**config.mk**
```make
export PLATFORM = sky130hd
export DESIGN_NAME = tmds_ddr_serializer
export DESIGN_NICKNAME = d
export VERILOG_FILES = /design/src/rtl/tmds_ddr_serializer.sv
export SDC_FILE = /design/constraint.sdc
export NUM_CORES = 1
export LEC_CHECK = 0
export BUFFER_PORTS_ARGS = -buffer_cell sky130_fd_sc_hd__buf_2
export CAP_MARGIN = 5
export CORE_MARGIN = 2
export CORE_UTILIZATION = 45
export DETAILED_ROUTE_END_ITERATION = 10
export GPL_ROUTABILITY_DRIVEN = 0
export GPL_TIMING_DRIVEN = 0
export PLACE_DENSITY = 0.7
export SYNTH_ARGS = -nofsm -noshare
export SYNTH_HDL_FRONTEND = slang
export SYNTH_SLANG_ARGS = --single-unit
export TNS_END_PERCENT = 100
```
**constraint.sdc**
```tcl
create_clock -name clk_fast -period 1.65 [get_ports clk_fast]
set_clock_uncertainty 0.1 [all_clocks]
set_input_delay 0.4125 -clock clk_fast [delete_from_list [all_inputs] [get_ports clk_fast]]
set_output_delay 0.4125 -clock clk_fast [all_outputs]
set_load 0.02 [all_outputs]
```
**src/rtl/tmds_ddr_serializer.sv**
```systemverilog
module tmds_ddr_serializer #(
  parameter int WORD_W = 10
) (
  input  logic              clk_fast,
  input  logic              rst,
  input  logic [WORD_W-1:0] word_b,
  input  logic [WORD_W-1:0] word_g,
  input  logic [WORD_W-1:0] word_r,
  output logic [1:0]        pair_b,
  output logic [1:0]        pair_g,
  output logic [1:0]        pair_r,
  output logic [1:0]        pair_clk
);
  localparam int SLOTS = WORD_W / 2;
  localparam int CW    = $clog2(SLOTS);
  localparam int LANES = 4;
  localparam logic [CW-1:0]     LAST    = CW'(SLOTS - 1);
  localparam logic [WORD_W-1:0] CLK_PAT = {{SLOTS{1'b1}}, {SLOTS{1'b0}}};

  logic [CW-1:0] slot;
  logic          load;
  assign load = (slot == LAST);

  always_ff @(posedge clk_fast) begin
    if (rst)       slot <= '0;
    else if (load) slot <= '0;
    else           slot <= slot + 1'b1;
  end

  logic [LANES*WORD_W-1:0] src_all;
  logic [LANES*2-1:0]      pairs_all;
  assign src_all = {CLK_PAT, word_r, word_g, word_b};

  for (genvar i = 0; i < LANES; i++) begin : lane
    logic [WORD_W-1:0] sh;
    always_ff @(posedge clk_fast) begin
      if (rst)       sh <= '0;
      else if (load) sh <= src_all[i*WORD_W +: WORD_W];
      else           sh <= sh >> 2;
    end
    assign pairs_all[2*i +: 2] = sh[1:0];
  end

  assign pair_b   = pairs_all[1:0];
  assign pair_g   = pairs_all[3:2];
  assign pair_r   = pairs_all[5:4];
  assign pair_clk = pairs_all[7:6];
endmodule

```
-- After elaboration in Yosys (flattened, before gate mapping)
Cells that the tools add are included.
- logic and storage cells: 18
- register bits after elaboration: 43
- output and inout port bits: 8
- bits of input ports: 32
- eq/ne operators: 1
- add/subtract/negate cells: 1
- multiplexer cells: 4
- bitwise logic cells: 1
- reduce and logical (&&, ||, !) cells: 2
- operators with widths (cell ; number):
    8-bit 2-to-1 mux ; 3
    10-bit 2-to-1 mux ; 1
    2-bit OR reduction ; 2
    3-bit by 1-bit adder with 3-bit output (second input constant) ; 1
    3-bit equality test (second input constant) ; 1
    1-bit inverter ; 1

-- Longest topological paths before layout
Gate-level depths: netlist of the first run.
- depth in word-level cells: 3
- gate-level depth with buffers: 6
- mapped depth without buffers: 4

-- Worst setup path after synthesis of the first run
Ideal clock, no wire load.
- kind: register -> register
- from: register slot[0]
- to: register slot[2]
- data arrival time: 1.143 ns
- required time: 1.480 ns
- setup slack: 0.337 ns
- cell stages (with the launch flop): 6
- cells stage by stage: dfxtp_1 inv_1 ha_1 buf_6 or3b_1 a21oi_1
- longest elaborated chain between the ends: 2
- elaborated cells between the ends (all ways): 3
- RTL lines (element ; line ; RTL):
    start, declared ; 20 ; logic [CW-1:0] slot;
    start signal, assigned ; 27 ; else slot <= slot + 1'b1;
    branches (longest 2 deep; another with 3-bit by 1-bit adder with 3-bit output) ; -- ;
Several ways; the timed one is not identified.
A chain may end at the register's enable or synchronous reset.

-- Worst setup path after layout of the first run
- from: register lane[2].sh[1]
- to: output port pair_r[1]
- RTL lines (element ; line ; RTL):
    start, declared ; 35 ; logic [WORD_W-1:0] sh;
    start signal, assigned ; 38 ; else if (load) sh <= src_all[i*WORD_W +: WORD_W];
    start signal, assigned ; 39 ; else sh <= sh >> 2;
    end, declared ; 11 ; output logic [1:0] pair_r,
No word-level cell between the ends.

==> results by group, run 1 <==
Run status
  – Outcome: finished clean

STA
  – Final period utilization: 0.876
  – Max Slew Vio Count: 0
  – Worst Tran Pin Value: 438 ps
  – Total Neg Setup Slack: 0 ps
  – Fin. Hold Viols: 0
  – Max-slew headroom: 0.708
  – Min cycle time layout: 1450 ps
  – FMAX: 0.692 GHz
  – Final setup violation count: 0
  – Unrepaired setup endpoints after global routing: no

Die
  – Io pins: 40
  – Die ar.: 4140 sq um
  – Cell row count: 21
  – Core Footprint: 3420 sq um
  – Die height: 64.3 microns
  – Initial Util: 0.479
  – Die X: 64.3 microns

Clock network
  – Root Driver: clkbuf_4
  – Maximum buffer depth of the clock tree: 2
  – Sinks on Clock Net: 41
  – Post-CTS Hold Buffers: 0
  – Clock tree from TritonCTS: done
  – Clk slew on worst S/H paths: 110 ps
  – CTS H-tree depth: 2
  – Post-CTS Setup Inserts: 0
  – Clk_lat worst skew: 350 ps
  – CTS resizes: 0
  – Num CTS Buffers: 5

Detailed routing
  – Detailed Routing Iterations Pass 1: 5
  – Initial DRC count: 21
  – Total number of vias: 1,256
  – # DRC: 0
  – Number of nets with antenna violations after routing: 0
  – Routed vias/inst: 4.91
  – Drt total wl: 3000 microns
  – Wire per inst: 11.7 microns

Setup path
  – RR Endpoint: lane[0].sh[3]
  – Worst-path cell with the longest stage delay: dfxtp_1
  – Worst Path Required: 1140 ps
  – WP data arrival: 930 ps
  – FF-to-FF setup slack: 220 ps
  – CP max FO: 1
  – Crit end category: output port
  – Worst Setup Start Kind: flip-flop
  – Worst r2r src: slot[0]
  – Critical-path cell list: buf_4 > buf_2
  – Crit Path Category: reg -> out
  – Max incr delay on CP: 320 ps
  – R2r worst-path depth: 6

Global route
  – Initial antenna violation count: 0
  – Largest net degree at the start of global routing: 13
  – Total global-route track usage: 0.160
  – First-pass GRT wire length: 4930 microns
  – Vias in the first global route: 1,177
  – Remaining Overflow, GRT: 0

Hold path
  – Hold WC Path Type: in -> reg
  – Endpoint of the worst hold path: lane[2].sh[8]
  – Hold Crit Start: word_r[8]
  – Worst hold path depth: 2

Logic synthesis
  – Yosys cell types: 15
  – Netlist Area Pre-Place: 1640 sq um
  – Post-synth top area cell: dfxtp_1
  – Ys Warns: 0
  – Synth area leaders: dfxtp_1 50%, a21bo_2 15%, a21oi_1 8.6%, nand3_1 7.3%, and2_1 5.0%
  – Yosys top cell area share: 0.502
  – Mean post-synth cell area: 10.0 sq um
  – Syn nets: 197
  – Synthesized flop and latch total: 41
  – Sequential area share after synthesis: 0.502
  – Post-Synthesis Cells: 163

Layout
  – Area grow syn2layout: 20.6%
  – Commonest cells after routing, fill and taps aside: 49 x buf_2, 41 x dfxtp_1, 28 x a21oi_1
  – # fillers: 308
  – Commonest non-fill, non-tap cell in the layout: buf_2
  – Design Area, Final: 1970 sq um
  – Sequential Area: 821 sq um
  – # diodes: 0
  – Area occupied by multi-input gates: 638 sq um
  – NumNets Final: 243
  – Layout cells sized above 1: 0.443

Placed design
  – IO Port Bufs: 39
  – Dpl cell area: 1890 sq um
  – DP HPWL: 2100 microns

Job
  – Max Cap Violations: 0

Pwr
  – LEAKAGE: 0.000876 uW
  – P per Cell Area: 961 nW/um^2
  – Max IR drop VDD: 623 uV
-- layout make-up --
| cell class | count | share of cell area |
|---|---|---|
| Clock buffer | 7 | 0.0279 |
| Clock inverter | 1 | 0.0152 |
| Inverter | 2 | 0.00380 |
| Buffer | 24 | 0.0862 |
| Timing Repair Buffer | 39 | 0.0989 |
| Tap cell | 46 | 0.0292 |
| Sequential cell | 41 | 0.416 |
| Multi-Input combinational cell | 96 | 0.323 |
-- through the flow --
step | worst slack [ps] | util | cells | power, uW | hold WS [ps]
floorplan | 337 | - | 163 | 1170 | 306
global placement | 249 | 0.553 | 248 | 1240 | 309
detailed placement | 231 | 0.553 | 248 | 1250 | 317
CTS | 178 | 0.578 | 256 | 1920 | 134
global route | 107 | 0.578 | 256 | 2000 | 123
finish | 204 | 0.578 | 256 | 1900 | 152
-- flip-flops by register name, summed over array words and instances, names as in the netlist --
| register | cells |
|---|---|
| slot | 3 |
| lane.sh | 38 |
-- kinds of logic (layout without fill, tap and decap cells) --
family,Yosys count,after routing,synth area share
buffers and inverters,26,73,0.109
AND/OR/NAND/NOR,42,42,0.142
AO/OA/AOI/OAI,52,52,0.232
flip-flops,41,41,0.502
adder cells (fa/ha/maj),2,2,0.0153
-- worst max-delay path: cells and delay by family (launching register included) --
family	cells	cell delay (ps)
flip-flops	1	320
buffers and inverters	2	270
-- layer usage --
layer	track usage	part of all wire
met1	0.172	0.43
met2	0.267	0.48
met3	0.0581	0.056
met4	0.0957	0.027
met5	0	0
-- power breakdown --
| group | switching (uW) | internal, uW | total (uW) |
|---|---|---|---|
| combinational | 121 | 88.9 | 209 |
| sequential | 6.14 | 1010 | 1020 |
| clock | 312 | 362 | 674 |
| total | 439 | 1460 | 1900 |
-- worst max path at each step --
stage,startpoint,end,slack (ps),cells past startpoint
detailed placement,rst,lane[2].sh[5],230,4
finish,lane[2].sh[1],pair_r[1],200,2
global route,slot[0],lane[3].sh[1],110,5
floorplan,slot[0],slot[2],340,5
global placement,rst,lane[3].sh[5],250,4
CTS,lane[2].sh[1],pair_r[1],180,2
-- Yosys cell counts, drive strengths merged --
cell    instances
buf            23
a21bo          24
nand2b          1
or3b            1
nand3          24
and2           13
dfxtp          41
and3b           1
nor2            2
a21oi          28
ha              2
inv             2
clkbuf          1
No activity file was read; power rests on OpenSTA's default activity.
==> run 2, diff against run 1 <==
--- a/config.mk
+++ b/config.mk
@@ -12,7 +12,7 @@
 export DETAILED_ROUTE_END_ITERATION = 10
 export GPL_ROUTABILITY_DRIVEN = 0
 export GPL_TIMING_DRIVEN = 0
-export PLACE_DENSITY = 0.7
+export PLACE_DENSITY = 0.69
 export SYNTH_ARGS = -nofsm -noshare
 export SYNTH_HDL_FRONTEND = slang
 export SYNTH_SLANG_ARGS = --single-unit
==> run 2 against run 1 <==
  * Sequential share of layout area unchanged
  * Combinational power about the same
  * Clock power decreased by 0.6%
  * Fmax decreased by 0.74%
  * Setup slack got worse by 11 ps
  * Critical path depth increased by 4
  * Routed wire length increased by 2.6%
  * Flip-flop and latch count unchanged
  * Register-to-register slack got worse by 30 ps
  * Sequential power about the same
  * Cell area unchanged
  * Non-clock buffer count unchanged
  * Largest power group unchanged
==> results by group, run 2 (synthesis gave the netlist of run 1 again) <==
Die
  – Die X: 64.3 microns (unchanged)
  – Io pins: 40 (unchanged)
  – Core Footprint: 3420 sq um (unchanged)
  – Die height: 64.3 microns (unchanged)
  – Die ar.: 4140 sq um (unchanged)
  – Cell row count: 21 (unchanged)
  – Initial Util: 0.479 (unchanged)

Clock network
  – Post-CTS Hold Buffers: 0 (unchanged)
  – Post-CTS Setup Inserts: 0 (unchanged)
  – Clock tree from TritonCTS: done
  – CTS H-tree depth: 2 (unchanged)
  – Clk_lat worst skew: 350 ps (about the same)
  – Maximum buffer depth of the clock tree: 2 (unchanged)
  – CTS resizes: 0 (unchanged)
  – Sinks on Clock Net: 41 (unchanged)
  – Clk slew on worst S/H paths: 120 ps (about the same)
  – Num CTS Buffers: 5 (unchanged)
  – Root Driver: clkbuf_4

Hold path
  – Endpoint of the worst hold path: lane[2].sh[8]
  – Hold WC Path Type: in -> reg
  – Hold Crit Start: word_r[8]
  – Worst hold path depth: 2 (unchanged)

Pwr
  – P per Cell Area: 961 nW/um^2 (about the same)
  – LEAKAGE: 0.000876 uW (unchanged)
  – Max IR drop VDD: 602 uV (-3.4%)

Layout
  – Area grow syn2layout: 20.6% (unchanged)
  – Commonest cells after routing, fill and taps aside: 49 x buf_2, 41 x dfxtp_1, 28 x a21oi_1
  – Commonest non-fill, non-tap cell in the layout: buf_2
  – NumNets Final: 243 (unchanged)
  – Max reg flops: 38 (unchanged)
  – # diodes: 0 (unchanged)
  – Layout cells sized above 1: 0.443 (unchanged)
  – Top Registers: lane.sh: 38 flops, slot: 3 flops
  – Reg with most FFs: lane.sh

STA
  – FMAX: 0.686 GHz (-0.74%)
  – Total Neg Setup Slack: 0 ps (unchanged)
  – Final period utilization: 0.883 (+0.00652)
  – Unrepaired setup endpoints after global routing: no
  – Worst Tran Pin Value: 459 ps (+21.6 ps)
  – Max-slew headroom: 0.694 (-0.0144)
  – Max Slew Vio Count: 0 (unchanged)
  – Final setup violation count: 0 (unchanged)
  – Hold WS: 152 ps (-0.137 ps)
  – Min cycle time layout: 1460 ps (+10.8 ps)
  – Fin. Hold Viols: 0 (unchanged)

Global route
  – Total global-route track usage: 0.167 (+0.00756)
  – Largest net degree at the start of global routing: 13 (unchanged)
  – Met2 Usage GRT: 0.298 (+0.0313)
  – Vias in the first global route: 1,191 (+1.2%)
  – First-pass GRT wire length: 5180 microns (+4.9%)
  – M3 GR Usage: 0.0581 (unchanged)
  – Remaining Overflow, GRT: 0 (unchanged)
  – Gr busiest metal: met2
  – Global Route met1 Usage: 0.179 (+0.00702)
  – Initial antenna violation count: 0 (unchanged)

Setup path
  – Worst Path Required: 1830 ps (+690 ps)
  – Crit Path Category: reg -> reg
  – RR Endpoint: lane[2].sh[4]
  – R2r worst-path depth: 6 (unchanged)
  – Crit end category: flip-flop
  – FF-to-FF setup slack: 190 ps (-30 ps)
  – Worst Setup Start Kind: flip-flop
  – CP max FO: 10 (+9)
  – Worst r2r src: slot[0]
  – WP data arrival: 1640 ps (+710 ps)

Job
  – Max Cap Violations: 0 (unchanged)

Placed design
  – IO Port Bufs: 39 (unchanged)
  – DP HPWL: 2180 microns (+3.6%)

Detailed routing
  – # DRC: 0 (unchanged)
  – Routed vias/inst: 4.89 (-0.40%)
  – Total number of vias: 1,251 (-0.40%)
  – Detailed Routing Iterations Pass 1: 4 (-1)
  – Drt total wl: 3080 microns (+2.6%)
  – Initial DRC count: 37 (+76%)
  – Wire per inst: 12.0 microns (+2.6%)
  – Number of nets with antenna violations after routing: 0 (unchanged)

Run status
  – Outcome: finished clean
## run 2: area by class of cell
class                           count  area [sq um]
Multi-Input combinational cell     96           638
Inverter                            2          7.51
Timing Repair Buffer               39           195
Fill cell                         314          1440
Sequential cell                    41           821
Clock buffer                        7          55.1
Buffer                             24           170
Tap cell                           46          57.6
Clock inverter                      1          30.0
## run 2: metal layers
layer  routed length, microns  up-vias
li1                         -      638
met1                     1310      572
met2                     1560       35
met3                      167        6
met4                       42        0
met5                        0        -
## run 2: through the flow
stage | power (uW) | util | instance area (sq um) | setup slack [ps] | instances
6_report | 1900 | 0.578 | 1970 | 193 | 256
3_3_place_gp | 1240 | 0.553 | 1890 | 245 | 248
4_1_cts | 1920 | 0.578 | 1970 | 181 | 256
3_5_place_dp | 1250 | 0.553 | 1890 | 183 | 248
2_1_floorplan | 1170 | - | 1640 | 337 | 163
5_1_grt | 2000 | 0.578 | 1970 | 86.2 | 256
## run 2: how the worst max path moves through the flow
stage          startpoint             to  slack [ps]
2_1_floorplan     slot[0]        slot[2]         340
3_3_place_gp          rst  lane[3].sh[5]         250
3_5_place_dp          rst  lane[2].sh[2]         180
4_1_cts           slot[0]  lane[2].sh[4]         180
5_1_grt           slot[0]  lane[1].sh[5]          90
6_report          slot[0]  lane[2].sh[4]         190
## run 2: worst max-delay path: stages (launching register included)
cell,delay (ps)
dfxtp_1,350
inv_1,50
ha_1,210
buf_6,130
buf_2,180
a21bo_2,210
a21oi_1,160
## run 2: power breakdown
group	internal (uW)	switching, uW
logic	89.0	123
registers	1010	6.23
clock network	362	308
total	1460	438
==> run 3, diff against run 2 <==
--- a/config.mk
+++ b/config.mk
@@ -5,7 +5,7 @@
 export SDC_FILE = /design/constraint.sdc
 export NUM_CORES = 1
 export LEC_CHECK = 0
-export BUFFER_PORTS_ARGS = -buffer_cell sky130_fd_sc_hd__buf_2
+export BUFFER_PORTS_ARGS = -buffer_cell sky130_fd_sc_hd__clkbuf_2
 export CAP_MARGIN = 5
 export CORE_MARGIN = 2
 export CORE_UTILIZATION = 45
==> run 3 against run 2 <==
  * Critical path depth is the same
  * Fmax grew 0.84%
  * Largest power group unchanged
  * Worst hold slack gained 5.2 ps
  * Cell area shrank 1.0%
==> results by group, run 3 (synthesis gave the netlist of run 1 again) <==
Setup path
  – Worst path buffer plus inverter count: 3 (unchanged)
  – Worst Path Required: 1830 ps (about the same)
  – Max incr delay on CP: 350 ps (about the same)
  – WP data arrival: 1620 ps (-20 ps)
  – Crit-path leading delay family: buffers and inverters
  – Crit end category: flip-flop
  – Crit Path Category: reg -> reg
  – Critical-path cell list: inv_1 > ha_1 > buf_6 > buf_2 > a21bo_2 > a21oi_1
  – Worst Setup Start Kind: flip-flop
  – CP max FO: 10 (unchanged)
  – Worst-path cell with the longest stage delay: dfxtp_1

Detailed routing
  – Routed length on met2: 1520 microns (-2.4%)
  – Number of nets with antenna violations after routing: 0 (unchanged)
  – Metal1 wirelength: 1270 microns (-3.1%)
  – Met3 wire len: 169 microns (+1.2%)
  – Wire per inst: 11.8 microns (-2.3%)
  – Routed vias/inst: 4.81 (-1.6%)
  – Top layer used by detailed routing: met4
  – Total number of vias: 1,231 (-1.6%)
  – Detailed Routing Iterations Pass 1: 4 (unchanged)
  – Initial DRC count: 27 (-27%)
  – # DRC: 0 (unchanged)
  – Drt total wl: 3010 microns (-2.3%)

STA
  – Max Slew Vio Count: 0 (unchanged)
  – Final period utilization: 0.875 (-0.00737)
  – Total Neg Setup Slack: 0 ps (unchanged)
  – Unrepaired setup endpoints after global routing: no
  – Fin. Hold Viols: 0 (unchanged)
  – Min cycle time layout: 1440 ps (-12.2 ps)
  – Max-slew headroom: 0.689 (-0.00436)
  – Worst Tran Pin Value: 466 ps (+6.54 ps)
  – Final setup violation count: 0 (unchanged)
  – Hold WS: 157 ps (+5.18 ps)
  – FMAX: 0.692 GHz (+0.84%)

Die
  – Core Footprint: 3420 sq um (unchanged)
  – Die X: 64.3 microns (unchanged)
  – Die height: 64.3 microns (unchanged)
  – Initial Util: 0.479 (unchanged)
  – Cell row count: 21 (unchanged)
  – Io pins: 40 (unchanged)
  – Die ar.: 4140 sq um (unchanged)

Clock network
  – Post-CTS Setup Inserts: 0 (unchanged)
  – Maximum buffer depth of the clock tree: 2 (unchanged)
  – CTS resizes: 0 (unchanged)
  – Clk slew on worst S/H paths: 120 ps (about the same)
  – CTS H-tree depth: 2 (unchanged)
  – Root Driver: clkbuf_4
  – Num CTS Buffers: 5 (unchanged)
  – Sinks on Clock Net: 41 (unchanged)
  – Clock tree from TritonCTS: done
  – Clk_lat worst skew: 350 ps (about the same)
  – Post-CTS Hold Buffers: 0 (unchanged)

Pwr
  – P per Cell Area: 897 nW/um^2 (-6.7%)
  – Total power: 1750 uW (-7.6%)
  – Max IR drop VDD: 686 uV (+14%)
  – LEAKAGE: 0.000868 uW (-0.91%)

Hold path
  – Hold WC Path Type: in -> reg

Layout
  – # diodes: 0 (unchanged)
  – Top Registers: lane.sh: 38 flops, slot: 3 flops
  – Layout cells sized above 1: 0.448 (+0.00476)
  – Commonest non-fill, non-tap cell in the layout: dfxtp_1
  – Max reg flops: 38 (unchanged)
  – Reg with most FFs: lane.sh
  – NumNets Final: 243 (unchanged)
  – # fillers: 324 (+3.2%)
  – Area grow syn2layout: 19.4%
  – Commonest cells after routing, fill and taps aside: 41 x dfxtp_1, 39 x clkbuf_2, 28 x a21oi_1

Global route
  – Initial antenna violation count: 0 (unchanged)
  – Remaining Overflow, GRT: 0 (unchanged)
  – First-pass GRT wire length: 5100 microns (-1.5%)
  – Vias in the first global route: 1,163 (-2.4%)
  – Total global-route track usage: 0.164 (-0.00347)
  – Largest net degree at the start of global routing: 14 (+1)

Job
  – Max Cap Violations: 0 (unchanged)

Placed design
  – DP HPWL: 2170 microns (-0.12%)
  – IO Port Bufs: 39 (unchanged)

Run status
  – Outcome: finished clean
==> run 3: cell count changes in the layout (fill, tap and decap cells not counted), sizes merged <==
cell    before  now
bufinv       1    0
buf         62   23
clkinv       0    2
clkbuf       8   46
==> run 3: path summary, 6_finish.rpt <==
check | from | to | slack (ps) | cells past startpoint
worst max-delay path | slot[0] | lane[2].sh[2] | 210 | 6
worst min-delay path | word_r[8] | lane[2].sh[8] | 160 | 2
worst max register to register | slot[0] | lane[2].sh[2] | 210 | 6
worst min register to register | lane[3].sh[5] | lane[3].sh[3] | 340 | 1
==> run 3: worst reg2reg max path, cell delays in order (launching register included) <==
cell and delay (ps):
dfxtp_1 350, inv_1 50, ha_1 200, buf_6 130, buf_2 180, a21bo_2 210
a21oi_1 160
==> run 3: layout make-up <==
class | count | area [sq um] | share of cell area
Buffer | 24 | 170 | 0.0871
Clock buffer | 6 | 51.3 | 0.0262
Clock inverter | 2 | 13.8 | 0.00704
Inverter | 2 | 7.51 | 0.00384
Multi-Input combinational cell | 96 | 638 | 0.327
Sequential cell | 41 | 821 | 0.420
Tap cell | 46 | 57.6 | 0.0294
Timing Repair Buffer | 39 | 195 | 0.0999
==> run 3: metal layers <==
layer / up-vias / GRT usage
li1: 637 / -
met1: 561 / 0.175
met2: 27 / 0.293
met3: 6 / 0.0581
met4: 0 / 0.0638
met5: - / 0
==> run 3: report_power, final <==
group | total (uW) | internal [uW] | switching, uW
sequential | 1020 | 1010 | 6.01
combinational | 210 | 89.1 | 120
clock | 529 | 208 | 321
==> run 3: per-stage QoR <==
step / cells / area (sq um) / worst slack (ps) / util
2_1_floorplan: 163 / 1640 / 337 / -
3_3_place_gp: 248 / 1890 / 240 / 0.553
3_5_place_dp: 248 / 1890 / 189 / 0.553
4_1_cts: 256 / 1950 / 192 / 0.572
5_1_grt: 256 / 1950 / 84.5 / 0.572
6_report: 256 / 1950 / 205 / 0.572
